### src/rtl/kwdt_pkg.sv
// Shared constants and types for the keyed-refresh watchdog.
// Assumes byte addressing on a 4-bit address and 16-bit key words.
package kwdt_pkg;

    localparam logic [15:0] KEY_REFRESH_A = 16'hA602;
    localparam logic [15:0] KEY_REFRESH_B = 16'hB480;
    localparam logic [15:0] KEY_UNLOCK_A  = 16'hC520;
    localparam logic [15:0] KEY_UNLOCK_B  = 16'hD928;

    localparam logic [3:0] ADR_CTRL  = 4'd0;
    localparam logic [3:0] ADR_STAT  = 4'd1;
    localparam logic [3:0] ADR_COUNT = 4'd4;
    localparam logic [3:0] ADR_TERM  = 4'd8;
    localparam logic [3:0] ADR_WIN   = 4'd12;

    localparam int CTRL_RUN_BIT   = 7;
    localparam int CTRL_ALLOW_BIT = 5;
    localparam int STAT_FLAG_BIT  = 6;

    typedef enum logic [1:0] {
        KS_IDLE,
        KS_HAVE_REFRESH,
        KS_HAVE_UNLOCK
    } key_state_e;

    typedef enum logic [1:0] {
        TICK_BUS  = 2'd0,
        TICK_SLOW = 2'd1,
        TICK_32K  = 2'd2,
        TICK_EXT  = 2'd3
    } tick_sel_e;

endpackage

### src/rtl/kwdt_keyseq.sv
// Key sequence detector: watches every bus write and flags a completed
// refresh pair or unlock pair on the edge of the second word.
// Assumes at most one write strobe per cycle; any write that does not
// continue a started pair returns the detector to idle.
module kwdt_keyseq
    import kwdt_pkg::*;
(
    input  logic        clk,
    input  logic        rst_n,
    input  logic        wr_byte,
    input  logic        wr_word,
    input  logic [3:0]  addr,
    input  logic [15:0] key,
    output logic        refresh_hit,
    output logic        unlock_hit
);

    key_state_e state_q;
    key_state_e state_d;
    logic       any_wr;
    logic       cmd_wr;

    // Classify the current write.
    always_comb begin
        any_wr = wr_byte | wr_word;
        cmd_wr = wr_word && (addr == ADR_COUNT);
    end

    // Completion pulses for the two key pairs.
    always_comb begin
        refresh_hit = cmd_wr && (state_q == KS_HAVE_REFRESH) && (key == KEY_REFRESH_B);
        unlock_hit  = cmd_wr && (state_q == KS_HAVE_UNLOCK)  && (key == KEY_UNLOCK_B);
    end

    // Next-state selection: only a first key word from idle arms the detector.
    always_comb begin
        state_d = state_q;
        if (any_wr) begin
            if (cmd_wr && state_q == KS_IDLE && key == KEY_REFRESH_A) begin
                state_d = KS_HAVE_REFRESH;
            end else if (cmd_wr && state_q == KS_IDLE && key == KEY_UNLOCK_A) begin
                state_d = KS_HAVE_UNLOCK;
            end else begin
                state_d = KS_IDLE;
            end
        end
    end

    // State register.
    always_ff @(posedge clk) begin
        if (!rst_n) begin
            state_q <= KS_IDLE;
        end else begin
            state_q <= state_d;
        end
    end

endmodule

### src/rtl/kwdt_cfg.sv
// Configuration registers with an unlock span and a permanent freeze.
// Holds run/allow bits, clock select, terminal count and window. Writes
// land only while the unlock span counter is nonzero; the flag-clear
// request is passed through ungated.
module kwdt_cfg
    import kwdt_pkg::*;
#(
    parameter int              DATA_W    = 32,
    parameter logic [DATA_W-1:0] TERM_RST = 32'h0000_1500,
    parameter int              OPEN_SPAN = 128
) (
    input  logic              clk,
    input  logic              rst_n,
    input  logic              wr_byte,
    input  logic              wr_word,
    input  logic [3:0]        addr,
    input  logic [DATA_W-1:0] wdata,
    input  logic              unlock_hit,
    output logic              run_q,
    output logic              allow_q,
    output logic [1:0]        sel_q,
    output logic [DATA_W-1:0] term_q,
    output logic [DATA_W-1:0] win_q,
    output logic              cfg_open,
    output logic              frozen,
    output logic              flag_clr
);

    localparam int SPAN_W = $clog2(OPEN_SPAN + 1);
    localparam logic [SPAN_W-1:0] SPAN_LOAD = SPAN_W'(OPEN_SPAN);

    logic [SPAN_W-1:0] span_q;
    logic ctrl_ok, stat_ok, term_ok, win_ok, freeze_wr;

    // Decode accepted writes.
    always_comb begin
        cfg_open  = (span_q != '0);
        frozen    = run_q & ~allow_q;
        ctrl_ok   = wr_byte && (addr == ADR_CTRL) && cfg_open;
        stat_ok   = wr_byte && (addr == ADR_STAT) && cfg_open;
        term_ok   = wr_word && (addr == ADR_TERM) && cfg_open;
        win_ok    = wr_word && (addr == ADR_WIN)  && cfg_open;
        freeze_wr = ctrl_ok && wdata[CTRL_RUN_BIT] && !wdata[CTRL_ALLOW_BIT];
        flag_clr  = wr_byte && (addr == ADR_STAT) && wdata[STAT_FLAG_BIT];
    end

    // Unlock span: load on unlock, close on freeze, count down otherwise.
    always_ff @(posedge clk) begin
        if (!rst_n) begin
            span_q <= '0;
        end else if (unlock_hit && !frozen) begin
            span_q <= SPAN_LOAD;
        end else if (freeze_wr) begin
            span_q <= '0;
        end else if (span_q != '0) begin
            span_q <= span_q - 1'b1;
        end
    end

    // Control byte fields.
    always_ff @(posedge clk) begin
        if (!rst_n) begin
            run_q   <= 1'b0;
            allow_q <= 1'b1;
        end else if (ctrl_ok) begin
            run_q   <= wdata[CTRL_RUN_BIT];
            allow_q <= wdata[CTRL_ALLOW_BIT];
        end
    end

    // Clock select field of the status byte.
    always_ff @(posedge clk) begin
        if (!rst_n) begin
            sel_q <= 2'd0;
        end else if (stat_ok) begin
            sel_q <= wdata[1:0];
        end
    end

    // Terminal count and window words.
    always_ff @(posedge clk) begin
        if (!rst_n) begin
            term_q <= TERM_RST;
            win_q  <= '0;
        end else begin
            if (term_ok) term_q <= wdata;
            if (win_ok)  win_q  <= wdata;
        end
    end

endmodule

### src/rtl/kwdt_core.sv
// Counting core: tick selection, live count, timeout and window checks,
// sticky flag and the fixed-length reset pulse.
// Assumes tick inputs are single-cycle pulses in the bus clock domain.
module kwdt_core
    import kwdt_pkg::*;
#(
    parameter int CNT_W     = 32,
    parameter int PULSE_LEN = 16
) (
    input  logic             clk,
    input  logic             rst_n,
    input  logic             run,
    input  logic [1:0]       sel,
    input  logic             tick_slow,
    input  logic             tick_32k,
    input  logic             tick_ext,
    input  logic [CNT_W-1:0] term,
    input  logic [CNT_W-1:0] win,
    input  logic             refresh_hit,
    input  logic             flag_clr,
    output logic [CNT_W-1:0] cnt_q,
    output logic             flag_q,
    output logic             rst_req,
    output logic             tmo_hit,
    output logic             bad_refresh
);

    localparam int PW = $clog2(PULSE_LEN + 1);
    localparam logic [PW-1:0] PULSE_LOAD = PW'(PULSE_LEN);

    logic          tick;
    logic          good_refresh;
    logic [PW-1:0] pulse_q;

    // Pick the active tick source.
    always_comb begin
        case (tick_sel_e'(sel))
            TICK_BUS:  tick = 1'b1;
            TICK_SLOW: tick = tick_slow;
            TICK_32K:  tick = tick_32k;
            default:   tick = tick_ext;
        endcase
    end

    // Timeout and refresh qualification.
    always_comb begin
        tmo_hit      = run && (cnt_q == term);
        bad_refresh  = refresh_hit && (win != '0) && (cnt_q < win);
        good_refresh = refresh_hit && !bad_refresh;
    end

    // Live counter.
    always_ff @(posedge clk) begin
        if (!rst_n) begin
            cnt_q <= '0;
        end else if (good_refresh || tmo_hit) begin
            cnt_q <= '0;
        end else if (run && tick) begin
            cnt_q <= cnt_q + 1'b1;
        end
    end

    // Sticky timeout flag, cleared by writing one.
    always_ff @(posedge clk) begin
        if (!rst_n) begin
            flag_q <= 1'b0;
        end else if (tmo_hit) begin
            flag_q <= 1'b1;
        end else if (flag_clr) begin
            flag_q <= 1'b0;
        end
    end

    // Reset pulse stretcher.
    always_ff @(posedge clk) begin
        if (!rst_n) begin
            pulse_q <= '0;
        end else if (tmo_hit || bad_refresh) begin
            pulse_q <= PULSE_LOAD;
        end else if (pulse_q != '0) begin
            pulse_q <= pulse_q - 1'b1;
        end
    end

    // Reset output follows the stretcher.
    always_comb rst_req = (pulse_q != '0);

endmodule

### src/rtl/kwdt_top.sv
// Keyed-refresh watchdog top: joins the key detector, the configuration
// registers and the counting core, and forms the read data.
// Assumes one bus access per cycle and a combinational read path.
module kwdt_top #(
    parameter int                  CNT_W     = 32,
    parameter logic [CNT_W-1:0]    TERM_RST  = 32'h0000_1500,
    parameter int                  OPEN_SPAN = 128,
    parameter int                  PULSE_LEN = 16
) (
    input  logic             clk,
    input  logic             rst_n,
    input  logic             tick_lp_i,
    input  logic             tick_32k_i,
    input  logic             tick_ext_i,
    input  logic [3:0]       bus_addr_i,
    input  logic [CNT_W-1:0] bus_wdata_i,
    input  logic             bus_wr_byte_i,
    input  logic             bus_wr_word_i,
    output logic [CNT_W-1:0] bus_rdata_o,
    output logic             wdog_rst_o
);

    logic             refresh_hit, unlock_hit;
    logic             run_q, allow_q, cfg_open, frozen, flag_clr;
    logic [1:0]       sel_q;
    logic [CNT_W-1:0] term_q, win_q, cnt_q;
    logic             flag_q, tmo_hit, bad_refresh;
    logic [7:0]       ctrl_byte, stat_byte;

    kwdt_keyseq u_keys (
        .clk         (clk),
        .rst_n       (rst_n),
        .wr_byte     (bus_wr_byte_i),
        .wr_word     (bus_wr_word_i),
        .addr        (bus_addr_i),
        .key         (bus_wdata_i[15:0]),
        .refresh_hit (refresh_hit),
        .unlock_hit  (unlock_hit)
    );

    kwdt_cfg #(
        .DATA_W    (CNT_W),
        .TERM_RST  (TERM_RST),
        .OPEN_SPAN (OPEN_SPAN)
    ) u_cfg (
        .clk        (clk),
        .rst_n      (rst_n),
        .wr_byte    (bus_wr_byte_i),
        .wr_word    (bus_wr_word_i),
        .addr       (bus_addr_i),
        .wdata      (bus_wdata_i),
        .unlock_hit (unlock_hit),
        .run_q      (run_q),
        .allow_q    (allow_q),
        .sel_q      (sel_q),
        .term_q     (term_q),
        .win_q      (win_q),
        .cfg_open   (cfg_open),
        .frozen     (frozen),
        .flag_clr   (flag_clr)
    );

    kwdt_core #(
        .CNT_W     (CNT_W),
        .PULSE_LEN (PULSE_LEN)
    ) u_core (
        .clk         (clk),
        .rst_n       (rst_n),
        .run         (run_q),
        .sel         (sel_q),
        .tick_slow   (tick_lp_i),
        .tick_32k    (tick_32k_i),
        .tick_ext    (tick_ext_i),
        .term        (term_q),
        .win         (win_q),
        .refresh_hit (refresh_hit),
        .flag_clr    (flag_clr),
        .cnt_q       (cnt_q),
        .flag_q      (flag_q),
        .rst_req     (wdog_rst_o),
        .tmo_hit     (tmo_hit),
        .bad_refresh (bad_refresh)
    );

    // Pack the two control bytes.
    always_comb begin
        ctrl_byte = {run_q, 1'b0, allow_q, 5'b0};
        stat_byte = {1'b0, flag_q, 4'b0, sel_q};
    end

    // Read multiplexer on word address.
    always_comb begin
        case (bus_addr_i[3:2])
            2'd0:    bus_rdata_o = {{(CNT_W-16){1'b0}}, stat_byte, ctrl_byte};
            2'd1:    bus_rdata_o = cnt_q;
            2'd2:    bus_rdata_o = term_q;
            default: bus_rdata_o = win_q;
        endcase
    end

endmodule

### config.mk
export PLATFORM = sky130hd
export DESIGN_NAME = kwdt_top
export DESIGN_NICKNAME = d
export VERILOG_FILES = /design/src/rtl/kwdt_pkg.sv /design/src/rtl/kwdt_keyseq.sv /design/src/rtl/kwdt_cfg.sv /design/src/rtl/kwdt_core.sv /design/src/rtl/kwdt_top.sv
export SDC_FILE = /design/constraint.sdc
export NUM_CORES = 1
export LEC_CHECK = 0
export CAP_MARGIN = 20
export CORE_ASPECT_RATIO = 1.2
export CORE_UTILIZATION = 60
export CTS_BUF_LIST = sky130_fd_sc_hd__clkbuf_8
export DETAILED_ROUTE_END_ITERATION = 6
export PLACE_DENSITY = 0.82
export SLEW_MARGIN = 20
export SYNTH_ARGS = -nofsm -noshare
export SYNTH_HDL_FRONTEND = slang
export SYNTH_HIERARCHICAL = 1
export SYNTH_SLANG_ARGS = --single-unit
export TNS_END_PERCENT = 5
### constraint.sdc
create_clock -name clk -period 3.2 [get_ports clk]
set_clock_uncertainty 0.2 [all_clocks]
set_input_delay 0.48 -clock clk [delete_from_list [all_inputs] [get_ports clk]]
set_output_delay 0.48 -clock clk [all_outputs]
set_load 0.1 [all_outputs]
==> results.toml, run 1 <==
[status]
outcome = "finished, final reports clean"

[place]
dpl-instance-area_um2 = 8940
dp_hpwl_mm = 16.5
port_buffers = 75
gp_congestion = 0.945

[clock_tree]
numCtsBuffers = 17
clk_pin_slew_worst_paths_ns = 0.08
post_cts_buffers = 0
htree_levels = 4
clock_sinks = 116
cts_resized = 0
hold_buffers = 0
root_buffer = "clkbuf_8"
clk_latency_ns = 0.45
clock_path_buffers = 2
cts_tree = "built"

[yosys]
syn-num-nets = 920
postSynth.asyncResetShare_pct = 0
synth_top_area_cell = "dfxtp_1"
syn_inst = 841
synth.distinct_cells = 72
ys.warnings.count = 6
synth_area_um2 = 7590
synth_edf_count = 0
ys_seq_area_share_pct = 30.6
ys_top_cells_by_area = "dfxtp_1, ha_1, nand3_1"
synth_top_area_share_pct = 30.6
synth-seq-cells = 116
synth-main-ff-cell = "dfxtp_1"
syn_avg_cell_area_um2 = 9.02

[power_and_ir_drop]
total_power_mw = 4.16
leakagePower_nw = 3.48
power.density_nw_per_um2 = 444
ir_drop_v = 0.000501

[layout]
postLayoutCellArea_um2 = 9370
diodes = 0
layout_commonest_cell = "dfxtp_1"
layout_common_cells = "dfxtp_1, nand3_1, a21oi_1, o21ai_0, buf_4"
fill_cells = 844
area_growth_pct = 23.5
drive_gt1_share_pct = 22.5
finalNetCount = 1011

[setup_path]
path_buf_inv = 3
arrival_ns = 2.47
setup.worst_path.end_class = "output pin"
path_cells = "clkdlybuf4s50_1 > buf_4 > nor2b_4 > a22o_1 > buf_12"
startpoint = "bus_addr_i[3]"
cpMaxStageDelayCell = "nor2b_4"
path_max_fanout = 35
cp_top_family = "buffers and inverters"
crit_required_ns = 2.52
cp-start-kind = "input pin"
cp_slowest_stage_delay_ns = 0.65
path_class = "input pin to output pin"
reg2reg_from = "u_cfg/win_q[11]$_SDFFE_PN0P_"

[timing]
setup_tns_ns = 0
finalCritPeriodShare_pct = 98.5
holdWs_ns = 0.310
tightestPinTransition_ns = 0.745
relSlewSlack_pct = 50.2
max_freq_mhz = 317
rsz0062_at_grt = "false"
min_period_ns = 3.15
report.final.slew_viol_count = 0
hold_viol = 0
finalSetupViolCount = 0

[floorplan]
placement_rows = 44
dieWidth_um = 105
core_area_um2 = 12200
start_util_pct = 62.1
die_h_um = 125
ios = 76
dieArea_um2 = 13100

[route]
vias = 7211
drtIter0Drc = 831
drt-total-wl_mm = 22.6
dr.pass1.iters = 5
post_drt_via_cell_ratio = 6.52
drcViolationCount = 0
detail-route-antenna-nets = 0
routedWlPerCell_um = 20.5

[min_path]
hp-class = "flip-flop to flip-flop"
hp-start = "u_cfg/term_q[5]$_SDFFE_PN0P_"

[global_route]
grt_max_degree = 65
grt.total_usage_pct = 34.8
antenna_found_initial = 0
grt_pass1_wl_mm = 35.8
gr-total-overflow = 0
grt_pass1_vias = 6991

[flow_run]
maxCapViolCount = 0
==> metrics by stage <==
stage	setup slack, ns	utilization, %	instances
3_5_place_dp	-0.268	73.2	1074
3_3_place_gp	-0.172	73.2	1074
4_1_cts	0.103	76.7	1106
6_report	0.0493	76.7	1106
5_1_grt	0.0188	76.7	1106
2_1_floorplan	0.471	-	841
==> sequential cells by signal, summed over array words and instances (netlist names) <==
| name | cells |
|---|---|
| u_cfg/term_q | 32 |
| u_cfg/win_q | 32 |
| u_core/cnt_q | 32 |
| u_cfg/span_q | 8 |
| u_core/pulse_q | 5 |
| u_cfg/sel_q | 2 |
| u_keys/state_q | 2 |
| u_cfg/allow_q | 1 |
| u_cfg/run_q | 1 |
| u_core/flag_q | 1 |
==> Yosys cell counts, drive strengths merged, types with 4 or more instances <==
| cell | number |
|---|---|
| nor2 | 33 |
| mux4 | 5 |
| and4 | 5 |
| nand3 | 88 |
| ha | 36 |
| clkbuf | 20 |
| nand2 | 28 |
| nand2b | 5 |
| nand4 | 16 |
| nor4 | 51 |
| dfxtp | 116 |
| inv | 49 |
| o21ai | 69 |
| a21oi | 75 |
| mux2i | 7 |
| xor2 | 38 |
| a211oi | 6 |
| buf | 36 |
| mux2 | 27 |
| xnor2 | 32 |
| nor3 | 20 |
| a22o | 27 |
| nor4bb | 4 |
| nor4b | 4 |
==> metal layers <==
layer  vias up  share of wire [%]  wire length (µm)  track usage [%]
met1      3444                 40              9060             44.0
met4         0                4.7              1060             19.3
met2       427                 48             10800             56.5
met3        84                7.7              1740             5.68
li1       3256                  -                 -                -
met5         -                  0                 0                0
==> worst min-delay path, stage by stage (launching register included) <==
cell	delay [ns]
dfxtp_1	0.33
o21ai_0	0.07
a21oi_1	0.06
==> final cells by class <==
type	count	area, µm²	share of cell area (%)
Multi-Input combinational cell	618	4710	50.3
Sequential cell	116	2320	24.8
Timing Repair Buffer	128	1510	16.2
Clock buffer	17	234	2.50
Tap cell	161	201	2.15
Clock inverter	15	193	2.06
Inverter	51	193	2.06
==> worst paths after layout <==
path	end	slack (ns)	cells after the start
setup / recovery	bus_rdata_o[30]	0.05	5
hold / removal	u_cfg/term_q[5]$_SDFFE_PN0P_	0.31	2
setup reg to reg	u_core/cnt_q[4]$_SDFFE_PP0P_	0.23	9
hold reg to reg	u_cfg/term_q[5]$_SDFFE_PN0P_	0.31	2
==> kinds of logic after synthesis <==
kind of cell | synth area share (%)
compound gates | 16.1
xor+xnor | 8.08
fa+ha+maj | 5.94
buf+inv | 7.24
flops | 30.6
mux | 7.70
simple gates | 24.3
==> power by group <==
part	internal, mW	total (mW)	switching (mW)
logic	0.406	1.04	0.636
clock network	0.793	1.48	0.692
registers	1.53	1.63	0.0998
total	2.73	4.16	1.43
Power figures use the tool's default switching activity.
==> inputs of run 2 (changes only) <==
--- a/config.mk
+++ b/config.mk
@@ -10,7 +10,9 @@
 export CORE_UTILIZATION = 60
 export CTS_BUF_LIST = sky130_fd_sc_hd__clkbuf_8
 export DETAILED_ROUTE_END_ITERATION = 6
+export GPL_ROUTABILITY_DRIVEN = 0
 export PLACE_DENSITY = 0.82
+export REMOVE_ABC_BUFFERS = 1
 export SLEW_MARGIN = 20
 export SYNTH_ARGS = -nofsm -noshare
 export SYNTH_HDL_FRONTEND = slang
==> run 2 against run 1 <==
  * Count of clock-buffer cells in the layout grew 2
  * Critical path depth grew 5
  * Largest power group unchanged
  * Non-clock buffer count shrank 10
  * Cell area shrank 0.49%
  * Critical endpoint is now u_core/pulse_q[2]$_SDFFE_PP0P_
  * Hold slack gained 0.0025 ns
  * Routed wire length shrank 1.3%
  * Clock power is essentially flat
  * First-iteration DRC count shrank 12%
  * Die area is the same
  * Sequential cell count is the same
  * Largest cell class unchanged
  * Fmax grew 1.7%
==> results.toml, run 2 (synthesis results as in run 1) <==
[status]
outcome = "finished, final reports clean"

[floorplan]
core_area_um2 = 12200
ios = 76
die_h_um = 125
dieWidth_um = 105
start_util_pct = 62.1
placement_rows = 44
dieArea_um2 = 13100

[clock_tree]
clock_path_buffers = 2
numCtsBuffers = 17
clk_latency_ns = 0.44
htree_levels = 4
cts_tree = "built"
clock_sinks = 116
root_buffer = "clkbuf_8"
clk_pin_slew_worst_paths_ns = 0.07
hold_buffers = 0

[layout]
final_util_pct = 76.3
top_regs = "u_cfg/term_q x32, u_cfg/win_q x32, u_core/cnt_q x32"
drive_gt1_share_pct = 21.8
area_growth_pct = 22.9
layout_common_cells = "dfxtp_1, nand3_1, a21oi_1, o21ai_0, inv_1"
finalNetCount = 1002
layout_commonest_cell = "dfxtp_1"
diodes = 0

[timing]
setup_tns_ns = 0
rsz0062_at_grt = "false"
hold_viol = 0
finalCritPeriodShare_pct = 96.8
holdWs_ns = 0.312
max_freq_mhz = 323
tightestPinTransition_ns = 0.739
min_period_ns = 3.10
relSlewSlack_pct = 50.0
finalSetupViolCount = 0
report.final.slew_viol_count = 0

[route]
post_drt_via_cell_ratio = 6.54
detail-route-antenna-nets = 0
dr.pass1.iters = 6
routedWlPerCell_um = 20.4
drcViolationCount = 0
vias = 7164
drtIter0Drc = 735
drt-total-wl_mm = 22.3

[global_route]
grt_max_degree = 66
grt_pass1_vias = 6978
gr-total-overflow = 0
grt.total_usage_pct = 34.3
antenna_found_initial = 0
grt_pass1_wl_mm = 35.9

[min_path]
hp-class = "flip-flop to flip-flop"
min_to = "u_cfg/term_q[20]$_SDFFE_PN0P_"
hp-start = "u_cfg/term_q[20]$_SDFFE_PN0P_"
whs_path_depth = 2

[power_and_ir_drop]
power.density_nw_per_um2 = 445
leakagePower_nw = 3.46
total_power_mw = 4.15
ir_drop_v = 0.000459

[setup_path]
cp_slowest_stage_delay_ns = 0.49
reg2reg_from = "u_cfg/win_q[9]$_SDFFE_PN0P_"
cpMaxStageDelayCell = "clkdlybuf4s50_1"
cp_common_cell = "buf_4"
path_cells = "clkdlybuf4s50_1 > nor4b_4 > nand3_1 > nor4_1 > buf_4 > or4b_4 > buf_4 > o311ai_1 > buf_4 > nor3_1"
reg2reg_to = "u_core/cnt_q[31]$_SDFFE_PP0P_"
cp-start-kind = "input pin"
r2r_slack_ns = 0.31
setup.worst_path.end_class = "flip-flop"
crit_required_ns = 3.29
path_max_fanout = 4
rr_worst_depth = 9
arrival_ns = 3.18
path_class = "input pin to flip-flop"

[flow_run]
maxCapViolCount = 0

[place]
dp_hpwl_mm = 15.1
port_buffers = 75
==> run 2: cell count changes in the layout (fill, tap and decap cells not counted), moves of 2 or more <==
cell / previous run / this run
buf_4: 51 / 40
inv_6: 7 / 0
clkinv_2: 2 / 7
clkbuf_8: 17 / 19
clkinv_4: 2 / 0
==> run 2: cell type report <==
| type | count | area [µm²] |
|---|---|---|
| Inverter | 51 | 193 |
| Tap cell | 161 | 201 |
| Clock buffer | 19 | 262 |
| Sequential cell | 116 | 2320 |
| Timing Repair Buffer | 118 | 1450 |
| Fill cell | 833 | 2900 |
| Multi-Input combinational cell | 619 | 4730 |
| Clock inverter | 12 | 161 |
==> run 2: worst max path at each step <==
stage	slack, ns	start	depth (start not counted)	end
after floorplan	0.42	bus_addr_i[1]	6	u_core/cnt_q[22]$_SDFFE_PP0P_
after global placement	-0.15	bus_addr_i[1]	9	u_core/cnt_q[22]$_SDFFE_PP0P_
after detailed placement	-0.24	bus_addr_i[0]	9	u_core/cnt_q[22]$_SDFFE_PP0P_
after CTS	0.0002	bus_addr_i[3]	5	bus_rdata_o[3]
after global routing	0.04	bus_addr_i[1]	10	u_core/pulse_q[2]$_SDFFE_PP0P_
final	0.10	bus_addr_i[0]	10	u_core/pulse_q[2]$_SDFFE_PP0P_
==> run 2: through the flow <==
step	setup WS [ns]	cell area, µm²	std cells
6_report	0.103	9330	1096
5_1_grt	0.0355	9330	1096
4_1_cts	0.000206	9310	1095
3_5_place_dp	-0.239	8880	1064
3_3_place_gp	-0.152	8880	1064
2_1_floorplan	0.417	7230	785
==> run 2: what timing repair did <==
action	4_1_cts	5_1_grt
endpoints found under the setup margin	0	28
setup buffers	0	0
resized for setup	0	2
==> run 2: where the power goes <==
group          internal [mW]  switching (mW)  leakage, nW
logic                  0.408           0.639         2.30
clock network          0.874           0.601        0.222
registers               1.54          0.0967        0.938
==> run 2: routing by layer <==
layer / vias up / GRT usage [%] / routed length [µm]
met4: 0 / 20.5 / 1320
met2: 401 / 57.3 / 10800
met3: 112 / 7.51 / 1730
met1: 3412 / 40.3 / 8470
li1: 3239 / - / -
met5: - / 0 / 0
==> run 2: critical path: cells and delay by family <==
kind | cells | cell delay (ns)
AND/OR/NAND/NOR | 5 | 1.31
buffers and inverters | 4 | 1.02
AO/OA/AOI/OAI | 1 | 0.37
==> inputs of run 3 (changes only) <==
--- a/config.mk
+++ b/config.mk
@@ -12,7 +12,6 @@
 export DETAILED_ROUTE_END_ITERATION = 6
 export GPL_ROUTABILITY_DRIVEN = 0
 export PLACE_DENSITY = 0.82
-export REMOVE_ABC_BUFFERS = 1
 export SLEW_MARGIN = 20
 export SYNTH_ARGS = -nofsm -noshare
 export SYNTH_HDL_FRONTEND = slang
==> run 3 against run 2 <==
  * First-iteration DRC count is 13% higher
  * Setup slack worse by 0.062 ns
  * Global-route usage is 1.3 points higher
  * Die area stayed put
  * Routed wire length is 3.2% higher
  * Sequential share of layout area is 0.097 points higher
  * Final cell count is 0.73% higher
  * Via count is 1.5% higher
  * Count of clock-buffer cells in the layout is 2 lower
  * Fmax is 2.0% lower
  * Highest routed layer unchanged
==> results.toml, run 3 (synthesis results as in run 1) <==
[power_and_ir_drop]
ir_drop_v = 0.000547
intPower_mw = 2.50
clkPwrFrac_pct = 31.8
switchingPower_mw = 1.44
leakagePower_nw = 3.44
swShare_pct = 36.5
p_comb_share_pct = 26.5
seqPwrFrac_pct = 41.7
power.density_nw_per_um2 = 424

[timing]
rsz0062_at_grt = "false"
max_freq_mhz = 317
tightestPinTransition_ns = 0.731
finalCritPeriodShare_pct = 98.7
min_period_ns = 3.16
relSlewSlack_pct = 51.2
hold_viol = 0
setup_tns_ns = 0
report.final.slew_viol_count = 0
finalSetupViolCount = 0

[place]
dp_hpwl_mm = 16.8
port_buffers = 75
dpl-instance-area_um2 = 8930

[layout]
area_growth_pct = 22.4
layout_commonest_cell = "dfxtp_1"
fill_cells = 904
postLayoutCellArea_um2 = 9290
multi_input_area_um2 = 4710
layout_common_cells = "dfxtp_1, nand3_1, a21oi_1, o21ai_0, buf_4"
ff_latch_area_um2 = 2320
finalNetCount = 1009
diodes = 0
top_regs = "u_cfg/term_q x32, u_cfg/win_q x32, u_core/cnt_q x32"
final_util_pct = 76.0
drive_gt1_share_pct = 22.4

[setup_path]
path_class = "input pin to output pin"
arrival_ns = 2.48
setup.worst_path.end_class = "output pin"
cp-start-kind = "input pin"
path_max_fanout = 35
crit_required_ns = 2.52

[floorplan]
start_util_pct = 62.1
dieArea_um2 = 13100
core_area_um2 = 12200
placement_rows = 44
dieWidth_um = 105
die_h_um = 125
ios = 76

[route]
detail-route-antenna-nets = 0
drtIter0Drc = 827
dr.pass1.iters = 6
routedLengthMet1_mm = 8.63
vias = 7275
routedWlPerCell_um = 20.9
routed-wl-met2_mm = 11.0
met3_wirelength_mm = 2.14
drt-total-wl_mm = 23.0
post_drt_via_cell_ratio = 6.59
routed.top_layer = "met4"
drcViolationCount = 0

[clock_tree]
clk_latency_ns = 0.46
cts_tree = "built"
hold_buffers = 0
root_buffer = "clkbuf_8"
clk_pin_slew_worst_paths_ns = 0.07
clock_path_buffers = 2
clock_sinks = 116
cts_resized = 0
post_cts_buffers = 0
htree_levels = 4
numCtsBuffers = 17

[global_route]
grt.total_usage_pct = 35.6
antenna_found_initial = 0
grt_pass1_vias = 7110
gr-total-overflow = 0
grt_pass1_wl_mm = 36.6
grt_max_degree = 65

[flow_run]
maxCapViolCount = 0

[status]
outcome = "finished, final reports clean"

[min_path]
hp-class = "flip-flop to flip-flop"
-- run 3: power by group through the flow --
| stage | clock network (mW) | registers [mW] | logic, mW |
|---|---|---|---|
| global placement | 0 | 1.65 | 0.969 |
| global route | 1.32 | 1.65 | 1.12 |
| detailed placement | 0 | 1.67 | 1.03 |
| finish | 1.25 | 1.64 | 1.04 |
| floorplan | 0 | 1.64 | 0.750 |
| CTS | 1.26 | 1.64 | 1.03 |
-- run 3: metrics by stage --
stage / std cells / setup slack [ns] / hold WS, ns / power (mW)
after floorplan: 841 / 0.471 / 0.247 / 2.39
after global placement: 1072 / -0.149 / 0.262 / 2.62
after detailed placement: 1072 / -0.318 / 0.277 / 2.70
after CTS: 1104 / 0.0998 / 0.287 / 3.93
after global routing: 1104 / 0.0153 / 0.323 / 4.09
final: 1104 / 0.0410 / 0.286 / 3.94
-- run 3: worst max-delay path: stages --
cell and delay (ns):
clkdlybuf4s50_1 0.46, buf_4 0.29, nor2b_4 0.64, a22o_1 0.37, buf_12 0.21
-- run 3: final timing paths --
kind                                 from  slack (ns)                      endpoint  cells after the start
max reg2reg  u_core/cnt_q[9]$_SDFFE_PP0P_        0.21  u_core/cnt_q[4]$_SDFFE_PP0P_                      8
min reg2reg    u_core/flag_q$_SDFFE_PN0P_        0.29    u_core/flag_q$_SDFFE_PN0P_                      2
max                         bus_addr_i[3]        0.04               bus_rdata_o[11]                      5
min            u_core/flag_q$_SDFFE_PN0P_        0.29    u_core/flag_q$_SDFFE_PN0P_                      2
-- run 3: area by class of cell --
cell class,instances,share of cell area (%)
flip-flops and latches,116,25.0
clock inverters,15,1.35
repair buffers,126,16.1
inverters,51,2.07
well taps,161,2.17
clock buffers,17,2.52
multi-input cells,618,50.8
-- run 3: metal layers --
layer	vias to the layer above	GRT usage, %
met3	93	7.51
met5	-	0
li1	3257	-
met1	3483	43.3
met2	442	58.2
met4	0	20.6
